===== src/rtl/lbt_pkg.sv =====
package lbt_pkg;
  localparam int LBT_DIV_W       = 12;
  localparam int LBT_SPB_W       = 6;
  localparam int LBT_SPB_DEFAULT = 32;
  localparam int LBT_SPB_MIN     = 8;
  localparam int LBT_NVOTE       = 3;

  function automatic logic majority3(input logic a, input logic b, input logic c);
    return (a & b) | (a & c) | (b & c);
  endfunction
endpackage


===== src/rtl/lbt_prescaler.sv =====
module lbt_prescaler #(
  parameter int DIV_W = 12
) (
  input  logic             clk,
  input  logic             rst_n,
  input  logic             sync_i,
  input  logic [DIV_W-1:0] div_i,
  output logic             tick_o
);
  logic [DIV_W-1:0] cnt_q;
  logic             wrap;

  // >= keeps the counter bounded if the divisor shrinks mid-count
  assign wrap   = (cnt_q >= div_i);
  assign tick_o = wrap && !sync_i;

  always_ff @(posedge clk or negedge rst_n) begin
    if (!rst_n)               cnt_q <= '0;
    else if (sync_i || wrap)  cnt_q <= '0;
    else                      cnt_q <= cnt_q + DIV_W'(1);
  end

  AST_TICK_SPACING: assert property (@(posedge clk) disable iff (!rst_n)
    (tick_o && div_i != '0) |=> (!tick_o || div_i == '0));

  AST_SYNC_CLEARS: assert property (@(posedge clk) disable iff (!rst_n)
    sync_i |=> (cnt_q == '0));
endmodule


===== src/rtl/lbt_sample_seq.sv =====
module lbt_sample_seq #(
  parameter int SPB_W = 6,
  parameter int NVOTE = 3
) (
  input  logic             clk,
  input  logic             rst_n,
  input  logic             sync_i,
  input  logic             tick_i,
  input  logic [SPB_W-1:0] spb_i,
  output logic [NVOTE-1:0] vote_o,
  output logic             bit_edge_o
);
  localparam int HALF_SPAN = NVOTE / 2;

  logic [SPB_W-1:0] cnt_q;
  logic [SPB_W-1:0] last_idx;
  logic [SPB_W-1:0] mid_idx;
  logic             end_of_bit;

  assign last_idx   = spb_i - SPB_W'(1);
  assign mid_idx    = spb_i >> 1;
  assign end_of_bit = (cnt_q >= last_idx);

  always_ff @(posedge clk or negedge rst_n) begin
    if (!rst_n)         cnt_q <= '0;
    else if (sync_i)    cnt_q <= '0;
    else if (tick_i)    cnt_q <= end_of_bit ? '0 : cnt_q + SPB_W'(1);
  end

  always_ff @(posedge clk or negedge rst_n) begin
    if (!rst_n) bit_edge_o <= 1'b0;
    else        bit_edge_o <= tick_i && end_of_bit;
  end

  // vote positions centred on the middle tick of the bit
  for (genvar j = 0; j < NVOTE; j++) begin : g_vote
    assign vote_o[j] = tick_i &&
      (cnt_q == mid_idx + SPB_W'(j) - SPB_W'(HALF_SPAN));
  end

  AST_EDGE_PULSE: assert property (@(posedge clk) disable iff (!rst_n)
    bit_edge_o |=> !bit_edge_o);

  AST_VOTE_SINGLE: assert property (@(posedge clk) disable iff (!rst_n)
    $onehot0(vote_o));

  AST_EDGE_AFTER_TICK: assert property (@(posedge clk) disable iff (!rst_n)
    bit_edge_o |-> $past(tick_i));
endmodule


===== src/rtl/lbt_voter.sv =====
module lbt_voter #(
  parameter int NVOTE = 3
) (
  input  logic             clk,
  input  logic             rst_n,
  input  logic             rx_i,
  input  logic [NVOTE-1:0] vote_i,
  output logic             bit_vld_o,
  output logic             bit_val_o
);
  import lbt_pkg::*;

  logic [NVOTE-2:0] smp_q;

  for (genvar j = 0; j < NVOTE - 1; j++) begin : g_smp
    always_ff @(posedge clk or negedge rst_n) begin
      if (!rst_n)         smp_q[j] <= 1'b0;
      else if (vote_i[j]) smp_q[j] <= rx_i;
    end
  end

  always_ff @(posedge clk or negedge rst_n) begin
    if (!rst_n) begin
      bit_vld_o <= 1'b0;
      bit_val_o <= 1'b0;
    end else begin
      bit_vld_o <= vote_i[NVOTE-1];
      if (vote_i[NVOTE-1]) bit_val_o <= majority3(smp_q[0], smp_q[1], rx_i);
    end
  end

  AST_VLD_PULSE: assert property (@(posedge clk) disable iff (!rst_n)
    bit_vld_o |=> !bit_vld_o);

  AST_VLD_AFTER_LAST_VOTE: assert property (@(posedge clk) disable iff (!rst_n)
    bit_vld_o |-> $past(vote_i[NVOTE-1]));

  AST_VAL_HELD: assert property (@(posedge clk) disable iff (!rst_n)
    !vote_i[NVOTE-1] |=> $stable(bit_val_o));
endmodule


===== src/rtl/lin_bit_timer.sv =====
module lin_bit_timer #(
  parameter int DIV_W       = lbt_pkg::LBT_DIV_W,
  parameter int SPB_W       = lbt_pkg::LBT_SPB_W,
  parameter int SPB_DEFAULT = lbt_pkg::LBT_SPB_DEFAULT,
  parameter int SPB_MIN     = lbt_pkg::LBT_SPB_MIN
) (
  input  logic             clk,
  input  logic             rst_n,
  input  logic [DIV_W-1:0] div_i,
  input  logic [SPB_W-1:0] spb_i,
  input  logic             ovr_i,
  input  logic             rx_i,
  input  logic             sof_i,
  output logic             bit_vld_o,
  output logic             bit_val_o,
  output logic             bit_edge_o
);
  localparam int NVOTE = lbt_pkg::LBT_NVOTE;
  localparam logic [SPB_W-1:0] SPB_DEF_V = SPB_W'(SPB_DEFAULT);
  localparam logic [SPB_W-1:0] SPB_MIN_V = SPB_W'(SPB_MIN);

  logic [SPB_W-1:0] spb_eff;
  logic             tick;
  logic [NVOTE-1:0] vote;

  // ratio selection: default unless overridden, floor applied to manual values
  always_comb begin
    if (!ovr_i)                 spb_eff = SPB_DEF_V;
    else if (spb_i < SPB_MIN_V) spb_eff = SPB_MIN_V;
    else                        spb_eff = spb_i;
  end

  lbt_prescaler #(.DIV_W(DIV_W)) u_presc (
    .clk    (clk),
    .rst_n  (rst_n),
    .sync_i (sof_i),
    .div_i  (div_i),
    .tick_o (tick)
  );

  lbt_sample_seq #(.SPB_W(SPB_W), .NVOTE(NVOTE)) u_seq (
    .clk        (clk),
    .rst_n      (rst_n),
    .sync_i     (sof_i),
    .tick_i     (tick),
    .spb_i      (spb_eff),
    .vote_o     (vote),
    .bit_edge_o (bit_edge_o)
  );

  lbt_voter #(.NVOTE(NVOTE)) u_vote (
    .clk       (clk),
    .rst_n     (rst_n),
    .rx_i      (rx_i),
    .vote_i    (vote),
    .bit_vld_o (bit_vld_o),
    .bit_val_o (bit_val_o)
  );

  AST_SPB_FLOOR: assert property (@(posedge clk) disable iff (!rst_n)
    spb_eff >= SPB_MIN_V);

  AST_SYNC_QUIET: assert property (@(posedge clk) disable iff (!rst_n)
    sof_i |=> (!bit_vld_o && !bit_edge_o));

  AST_DEFAULT_RATIO: assert property (@(posedge clk) disable iff (!rst_n)
    (!ovr_i && bit_edge_o && !$past(sof_i)) |-> !$past(bit_edge_o));
endmodule


===== config.mk =====
export PLATFORM = sky130hd
export DESIGN_NAME = lin_bit_timer
export DESIGN_NICKNAME = d
export VERILOG_FILES = /design/src/rtl/lbt_pkg.sv /design/src/rtl/lbt_prescaler.sv /design/src/rtl/lbt_sample_seq.sv /design/src/rtl/lbt_voter.sv /design/src/rtl/lin_bit_timer.sv
export SDC_FILE = /design/constraint.sdc
export NUM_CORES = 1
export LEC_CHECK = 0
export BUFFER_PORTS_ARGS = -buffer_cell sky130_fd_sc_hd__buf_2
export CORE_MARGIN = 3
export CORE_UTILIZATION = 50
export DETAILED_ROUTE_END_ITERATION = 10
export PLACE_DENSITY = 0.78
export SYNTH_ARGS = -nofsm -noshare
export SYNTH_HDL_FRONTEND = slang
export SYNTH_SLANG_ARGS = --single-unit

===== constraint.sdc =====
create_clock -name clk -period 2.8 [get_ports clk]
set_input_delay 0 -clock clk [delete_from_list [all_inputs] [get_ports clk]]
set_output_delay 0 -clock clk [all_outputs]
set_load 0.01 [all_outputs]

Yosys cells after proc, flatten, opt, wreduce, memory -nomap -nowiden
Cells that the tools add are included.
{"block": "totals", "register_bits": 23, "inputBits": 23, "output_inout_bits": 3, "elab_cells": 40}
{"block": "op_classes", "n_addsub": 8, "n_lt_le_gt_ge": 3, "eq_ne": 3, "muxes": 6, "bitwise_logic": 5, "reduce_logical": 8}
{"cell": "$mux 6", "count": 5}
{"cell": "$eq 6x6->1", "count": 3}
{"cell": "$sub 6x1->6 const B", "count": 3}
{"cell": "$add 12x1->12 const B", "count": 1}
{"cell": "$ge 12x12->1", "count": 1}
{"cell": "$mux 12", "count": 1}
{"cell": "$add 5x1->6 const B", "count": 1}
{"cell": "$add 5x2->6 const B", "count": 1}
{"cell": "$add 6x1->6 const B", "count": 1}
{"cell": "$ge 6x6->1", "count": 1}
{"cell": "$lt 6x4->1 const B", "count": 1}
{"cell": "$sub 5x1->6 const B", "count": 1}
{"cell": "$logic_and 1x1->1", "count": 5}
{"cell": "$and 1x1->1", "count": 3}
{"cell": "$or 1x1->1", "count": 2}
{"cell": "$reduce_bool 2->1", "count": 1}
{"cell": "$logic_not 1->1", "count": 1}
{"cell": "$logic_or 1x1->1", "count": 1}

Depth between registers and ports, before layout
Gate-level depths: netlist (run 1).
{"block": "depth", "depth_word": 8, "ltp_mapped": 14}

Cells and area by module
Synthesis (run 1) repeated with hierarchy kept, for this count alone.
{"block": "hier_totals", "cells_unflattened": 221, "area_unflattened_um2": 2001.9}
{"mod": "lbt_prescaler", "n_inst": 1, "cells_per_inst": 102, "area_per_inst_um2": 944.7, "seq_area_each_um2": 300.3}
{"mod": "lbt_sample_seq", "n_inst": 1, "cells_per_inst": 101, "area_per_inst_um2": 858.3, "seq_area_each_um2": 175.2}
{"mod": "lbt_voter", "n_inst": 1, "cells_per_inst": 10, "area_per_inst_um2": 150.1, "seq_area_each_um2": 100.1}
{"mod": "lin_bit_timer", "n_inst": 1, "cells_per_inst": 8, "area_per_inst_um2": 48.8, "seq_area_each_um2": 0.0}

Worst setup path before layout (run 1)
No wires, ideal clock.
{"block": "synth_path", "path_kind": "input -> register", "start": "input port spb_i[5]", "end": "register u_seq.cnt_q[2]", "setup_ns": 0.082, "arrival_time_ns": 2.887, "setup_slack_ns": -0.169, "cell_stages": 14, "path_buffers": 1, "path_cell_list": "buf_2 o31a_1 nand2_1 ha_1 inv_1 o21ai_0 o31ai_1 a22oi_1 ha_1 a2111oi_0 o21ai_0 nand2_1 or4bb_1 a31oi_1"}
{"block": "synth_via", "elab_chain_cells": 8}
{"element": "from (decl)", "line_no": "lin_bit_timer.sv:10", "source": "input logic [SPB_W-1:0] spb_i,"}
{"element": "$lt 6x4->1", "line_no": "lin_bit_timer.sv:29", "source": "else if (spb_i < SPB_MIN_V) spb_eff = SPB_MIN_V;"}
{"element": "$mux 6 *", "line_no": "lin_bit_timer.sv:29"}
{"element": "$mux 6 *", "line_no": "lin_bit_timer.sv:28", "source": "if (!ovr_i) spb_eff = SPB_DEF_V;"}
{"element": "$sub 6x1->6 *", "line_no": "lbt_sample_seq.sv:20", "source": "assign last_idx = spb_i - SPB_W'(1);"}
{"element": "$ge 6x6->1 *", "line_no": "lbt_sample_seq.sv:22", "source": "assign end_of_bit = (cnt_q >= last_idx);"}
{"element": "$mux 6 * (2 in series)", "line_no": "lbt_sample_seq.sv:27", "source": "else if (tick_i) cnt_q <= end_of_bit ? '0 : cnt_q + SPB_W'(1);"}
{"element": "$mux 6 *", "line_no": "lbt_sample_seq.sv:26", "source": "else if (sync_i) cnt_q <= '0;"}
{"element": "to (signal assigned)", "line_no": "lbt_sample_seq.sv:27"}
{"element": "to (decl)", "line_no": "lbt_sample_seq.sv:15", "source": "logic [SPB_W-1:0] cnt_q;"}
Mark *: on every way between the ends. The rest lies on a longest branch, timed or not. The select of a mux whose other input is x is not followed.
A chain may end at the register's enable or synchronous reset.

Final worst setup path (run 1)
{"block": "layout_path", "start": "input port spb_i[3]", "end": "register u_seq.cnt_q[2]"}
The elaborated chain is that of the path after synthesis.

==> impl_metrics.toml, run 1 <==
[routing]
drc = 0
ant_nets = 0
via_per_inst = 5.48
vias = 1659
firstDrtPassIters = 4
drt_iter0_drc = 116
wl_per_cell_um = 13.3
routed_wirelength_um = 4040

[floorplan]
core_region_area_sq_um = 3770
row_count = 22
start_util_pct = 53.3
die_h_um = 69.4
ios = 26
dieArea_sq_um = 4820
die-width_um = 69.4

[yosys]
synth_flop_cell = "dfrtp_1"
ys_seq_area_share_pct = 28.6
synthSimpleGateAreaFrac_pct = 21.7
avgSynthCellArea_sq_um = 8.86
async_flop_share_pct = 100
synth_compound_area_share_pct = 15.9
synth_cells = 227
synthMuxAreaShare_pct = 2.92
synth_nets = 273
yosysUniqueCellTypes = 48
synth_fa_ha_area_share_pct = 14.8
yosysWarnings = 0
synth_top_family_by_area = "simple AND/OR/NAND/NOR gates"
synth_xor_area_share_pct = 10.0
synth_edf_count = 0
synth_seq_cells = 23
synth_area_sq_um = 2010

[clock_tree]
clock_path_buffers = 2
tritoncts = "done"
cts.root.buffer_cell = "clkbuf_8"
clkSlewWorstSetupHoldPaths_ns = 0.08
clkLatencyLatePin_ns = 0.26
cts.sinks = 23
cts_buffers = 3
htree_levels = 1

[power]
p_seq_share_pct = 49.0
p_comb_share_pct = 20.9
ir_worst_vdd_uv = 186
power_density_nw_per_um2 = 305
switching_share_pct = 27.9
netSwitchingPower_uw = 194
total_power_uw = 696
leakagePower_nw = 1.13
pwr-share-clk_pct = 30.1
p_int_uw = 502

[critical_path]
max_stage_delay_ns = 0.48
worstReg2RegStart = "u_presc.cnt_q[2]$_DFF_PN0_"
crit_type = "in2reg"
arrival_ns = 2.69
crit_path_end_kind = "register"
crit_slowest_cell = "or4bb_1"
cp-startpoint = "spb_i[3]"
path_delay_family = "compound AO/OA/AOI/OAI gates"
cp_cell_sequence = "buf_2 > o31a_1 > nand2_2 > ha_4 > inv_1 > o21ai_0 > o31ai_1 > a22oi_1 > ha_1 > a2111oi_0 > o21ai_1 > nand2_1 > or4bb_1 > a31oi_1"
rr_endpoint = "u_presc.cnt_q[10]$_DFF_PN0_"
worstRegToRegCells = 7
start_kind = "primary input"
cp_data_required_time_ns = 2.99
crit_buf_inv = 2
crit_fanout = 5
r2r_slack_ns = 0.33

[timing]
grt_setup_unrepaired = "no"
fin_crit_ns = 2.50
slew_violations = 0
hold_slack_ns = 0.0147
setup_viol = 0
hold_viol = 0
worstMarginPinSlew_ns = 0.481
fmax_mhz = 400
post-route-period-util_pct = 89.2
maxSlewHeadroom_pct = 67.9
skew_ns = 0.00249
tns_ns = 0

[worst_hold_path]
hold_depth = 2
worstHoldEndpoint = "u_vote.smp_q[1]$_DFFE_PN0P_"
holdCritPathClass = "in2reg"
holdCritStartpoint = "rx_i"

[global_routing]
grt_max_degree = 24
grt_pass1_wl_um = 7080
grt-ovfl-total = 0
grt_usage_pct = 17.4
antenna_found_initial = 0
grt_pass1_vias = 1595

[finish]
fin_nets = 302
layoutNonFillerInstCount = 303
antenna_cells = 0
post-route-util_pct = 60.6
areaGrowthSynthToFinish_pct = 13.6
final_layout_size_suffix_gt1_share_pct = 20.0

[run]
cap_violations = 0

[place]
dp_hpwl_um = 3130
routabilityCongestion = 0.870
placed_cells = 298
port_buffers = 25

[status]
status = "finished, final reports clean"
==> routing by layer <==
layer | routed length [um] | track usage (%) | vias to the layer above | share of wire [%]
met5 | 0 | 0 | - | 0
met3 | 128 | 2.32 | 4 | 3.2
li1 | - | - | 862 | -
met2 | 1860 | 27.5 | 26 | 46
met1 | 2020 | 25.3 | 767 | 50
met4 | 27 | 3.47 | 0 | 0.67
==> timing repair <==
item / in CTS / in global routing
hold buffers: 1 / 0
buffers inserted: 0 / 0
endpoints found under the hold margin: 23 / 0
gates resized for setup: 0 / 0
==> registers in the layout (all words and copies together), names as in the netlist <==
register / count
u_presc.cnt_q: 12
u_seq.cnt_q: 6
u_vote.smp_q: 2
u_seq.bit_edge_o: 1
u_vote.bit_val_o: 1
u_vote.bit_vld_o: 1
==> cells in the final DEF, fill, tap and decap left out, types with 4 or more instances in the layout <==
cell type / netlist / layout
a21oi_1: 14 / 14
buf_2: 5 / 25
and3_1: 5 / 5
o31ai_1: 5 / 5
nand3_1: 10 / 10
dfrtp_1: 23 / 23
inv_1: 18 / 18
xnor2_1: 12 / 12
o21ai_0: 8 / 7
buf_4: 0 / 9
nand2b_1: 9 / 9
nand4_1: 4 / 4
nor2_1: 19 / 19
xor2_1: 11 / 11
nand2_1: 14 / 12
ha_1: 23 / 22
==> how the worst max path moves through the flow <==
stage                                  to  slack (ns)  depth (start not counted)
2_1_floorplan  u_seq.cnt_q[2]$_DFFE_PN0P_        0.01                         14
3_3_place_gp   u_seq.cnt_q[2]$_DFFE_PN0P_        0.07                         14
3_5_place_dp   u_seq.cnt_q[2]$_DFFE_PN0P_       0.004                         14
4_1_cts        u_seq.cnt_q[2]$_DFFE_PN0P_        0.30                         14
5_1_grt        u_seq.cnt_q[5]$_DFFE_PN0P_        0.06                         14
6_report       u_seq.cnt_q[2]$_DFFE_PN0P_        0.30                         14
==> per-stage QoR <==
stage / cell area, sq um / setup WS (ns)
5_1_grt: 2280 / 0.0611
3_5_place_dp: 2230 / 0.00377
2_1_floorplan: 2030 / 0.0148
3_3_place_gp: 2230 / 0.0686
6_report: 2280 / 0.303
4_1_cts: 2280 / 0.299
==> power by group through the flow <==
stage / clock network, mW / registers (mW) / logic (mW)
after global routing: 0.231 / 0.342 / 0.165
after CTS: 0.213 / 0.341 / 0.146
after floorplan: 0 / 0.346 / 0.0962
final: 0.209 / 0.341 / 0.145
after global placement: 0 / 0.347 / 0.140
after detailed placement: 0 / 0.348 / 0.144
==> cells by family (layout without fill, tap and decap cells) <==
group | Yosys count | in the layout
xor gates and xnor gates | 23 | 23
DFF | 23 | 23
buffers and inverters | 29 | 57
and+or+nand+nor | 78 | 78
adders and majority gates | 24 | 24
muxes | 5 | 5
AOI/OAI and AO/OA | 45 | 45
==> area by class of cell <==
class / count / area, sq um
fill: 313 / 1490
multi-input combinational: 175 / 1330
sequential: 23 / 576
timing repair buffer: 35 / 203
inverter: 18 / 67.6
tap: 48 / 60.1
clock buffer: 3 / 41.3
clock inverter: 1 / 7.51
==> synth_stat cells, types with 2 or more instances <==
| library cell | count | area share (%) |
|---|---|---|
| a21oi_1 | 14 | 3.5 |
| xnor2_1 | 12 | 5.2 |
| nand2_1 | 14 | 2.6 |
| a21boi_0 | 2 | 0.75 |
| ha_1 | 23 | 14 |
| or3_1 | 2 | 0.62 |
| buf_2 | 5 | 1.2 |
| o21ai_0 | 8 | 2.0 |
| clkbuf_1 | 5 | 0.93 |
| nor4_2 | 2 | 1.2 |
| mux2_2 | 3 | 1.7 |
| dfrtp_1 | 23 | 29 |
| or4b_1 | 2 | 1.0 |
| and3_1 | 5 | 1.6 |
| nand2b_1 | 9 | 2.8 |
| o31ai_1 | 5 | 1.9 |
| nand4_1 | 4 | 1.2 |
| inv_1 | 18 | 3.4 |
| a21o_1 | 3 | 1.1 |
| a31oi_1 | 2 | 0.62 |
| nor2_1 | 19 | 3.5 |
| nand3b_1 | 2 | 0.75 |
| xor2_1 | 11 | 4.8 |
| nand3_1 | 10 | 2.5 |
(Power assumes the default switching activity.)
==> run 2: changes to the inputs <==
CORE_UTILIZATION = 45   (was 50)
PLACE_DENSITY = 0.72   (was 0.78)
==> run 2 against run 1 <==
Compared with the run above:
- via count rose by 1.9%
- sequential cell count did not move
- critical path depth fell by 6
==> impl_metrics.toml, run 2 (synthesized netlist as in run 1, its figures left out) <==
[status]
status = "finished, final reports clean"

[critical_path]
start_kind = "register"
rr_endpoint = "u_seq.cnt_q[3]$_DFFE_PN0P_"
crit_path_end_kind = "register"
cp-endpoint = "u_seq.cnt_q[3]$_DFFE_PN0P_"
r2r_slack_ns = 0.26
cp_data_required_time_ns = 2.94
crit_fanout = 10
cp-startpoint = "u_presc.cnt_q[2]$_DFF_PN0_"
worstReg2RegStart = "u_presc.cnt_q[2]$_DFF_PN0_"
arrival_ns = 2.68
crit_type = "reg2reg"
worstRegToRegCells = 8

[clock_tree]
cts.sinks = 23
clkSlewWorstSetupHoldPaths_ns = 0.08
tritoncts = "done"
htree_levels = 1
cts.root.buffer_cell = "clkbuf_8"
clock_path_buffers = 2
cts_buffers = 3
clkLatencyLatePin_ns = 0.26

[timing]
skew_ns = 0.000882
slew_violations = 0
maxSlewHeadroom_pct = 65.0
post-route-period-util_pct = 90.5
grt_setup_unrepaired = "no"
hold_slack_ns = 0.0761
worstMarginPinSlew_ns = 0.525
hold_viol = 0
setup_viol = 0
fin_crit_ns = 2.54
fmax_mhz = 394

[global_routing]
grt_max_degree = 24
grt_pass1_vias = 1647
grt-ovfl-total = 0
antenna_found_initial = 0
grt_pass1_wl_um = 7200
grt_usage_pct = 16.5

[finish]
antenna_cells = 0
final_layout_size_suffix_gt1_share_pct = 21.5
seqCellArea_sq_um = 576
num-fill-cells = 382
layoutNonFillerInstCount = 310
largest_reg_flops = 12
post-route-util_pct = 56.2
fin_nets = 307
reg.largest.list = "u_presc.cnt_q x12, u_seq.cnt_q x6, u_vote.smp_q x2"
final_cell_mix = "buf_2 (25), dfrtp_1 (23), ha_1 (22)"
final_common_cell = "buf_2"
areaGrowthSynthToFinish_pct = 15.8
multiInputGateArea_sq_um = 1330
top_register = "u_presc.cnt_q"
final_area_sq_um = 2330

[worst_hold_path]
holdCritPathClass = "in2reg"

[power]
total_power_uw = 690
leakagePower_nw = 1.16
ir_worst_vdd_uv = 333
power_density_nw_per_um2 = 296

[routing]
firstDrtPassIters = 4
drt_iter0_drc = 143
vias = 1691
routed_wirelength_um = 3980
ant_nets = 0
wl_per_cell_um = 12.9
drc = 0
via_per_inst = 5.45

[floorplan]
die-width_um = 72.8
core_region_area_sq_um = 4140
row_count = 23
dieArea_sq_um = 5310
die_h_um = 72.8
ios = 26
start_util_pct = 48.5

[place]
port_buffers = 25
placed_area_sq_um = 2260
routabilityCongestion = 0.786
placed_cells = 304
dp_hpwl_um = 3180

[run]
cap_violations = 0
-- run 2: cell count changes in the layout (fill, tap and decap cells not counted) --
cell,change
a2111oi_0,-1
a2111oi_1,+1
buf_4,+4
clkinv_2,+1
clkinvlp_4,-1
dlygate4sd3_1,+1
nand2_1,-1
nand2_2,+1
-- run 2: report_power, final --
group | switching (mW) | internal [mW] | total (mW) | leakage [nW]
Sequential | 0.00439 | 0.336 | 0.340 | 0.319
Combinational | 0.0809 | 0.0669 | 0.148 | 0.813
Clock | 0.103 | 0.0992 | 0.202 | 0.0255
-- run 2: stage by stage --
stage / TNS (ns) / worst slack, ns
6_report: 0 / 0.265
5_1_grt: 0 / 0.0127
4_1_cts: 0 / 0.226
3_5_place_dp: -0.0987 / -0.0568
3_3_place_gp: 0 / 0.0405
2_1_floorplan: 0 / 0.0148
-- run 2: repair_timing --
| item | 4_1_cts | 5_1_grt |
|---|---|---|
| setup buffers | 0 | 0 |
| hold buffers | 2 | 0 |
| gates resized for setup | 0 | 2 |
| setup endpoints to repair | 0 | 2 |
| endpoints found under the hold margin | 24 | 0 |
-- run 2: critical path, stage by stage, from the launching register on --
cell and delay (ns):
dfrtp_1 0.44, ha_1 0.31, a211o_1 0.29, a31oi_1 0.23
o221ai_2 0.16, a221oi_4 0.55, buf_4 0.23, nand4bb_1 0.12
a21oi_1 0.07
-- run 2: final cells by class --
cell class | instances | area share [%]
sequential | 23 | 24.7
inverter | 18 | 2.90
multi-input combinational | 175 | 57.3
clock inverter | 1 | 0.215
clock buffer | 3 | 1.77
tap | 50 | 2.69
timing repair buffer | 40 | 10.4
-- run 2: routing by layer --
layer / vias to the layer above / track usage, % / part of all wire [%] / wire length [um]
li1: 871 / - / - / -
met1: 792 / 23.9 / 49 / 1940
met2: 26 / 26.4 / 47 / 1890
met3: 2 / 2.89 / 3.7 / 148
met4: 0 / 2.46 / 0.25 / 10
met5: - / 0 / 0 / 0
-- run 2: how the worst min path moves through the flow --
stage / start / endpoint / slack, ns / cells after the start
after floorplan: rst_n / u_presc.cnt_q[0]$_DFF_PN0_ / -0.30 / 0
after global placement: rst_n / u_seq.bit_edge_o$_DFF_PN0_ / 0.001 / 1
after detailed placement: rst_n / u_presc.cnt_q[0]$_DFF_PN0_ / 0.008 / 1
after CTS: sof_i / u_seq.cnt_q[1]$_DFFE_PN0P_ / 0.06 / 2
after global routing: sof_i / u_seq.cnt_q[4]$_DFFE_PN0P_ / 0.09 / 2
final: sof_i / u_seq.cnt_q[1]$_DFFE_PN0P_ / 0.08 / 2
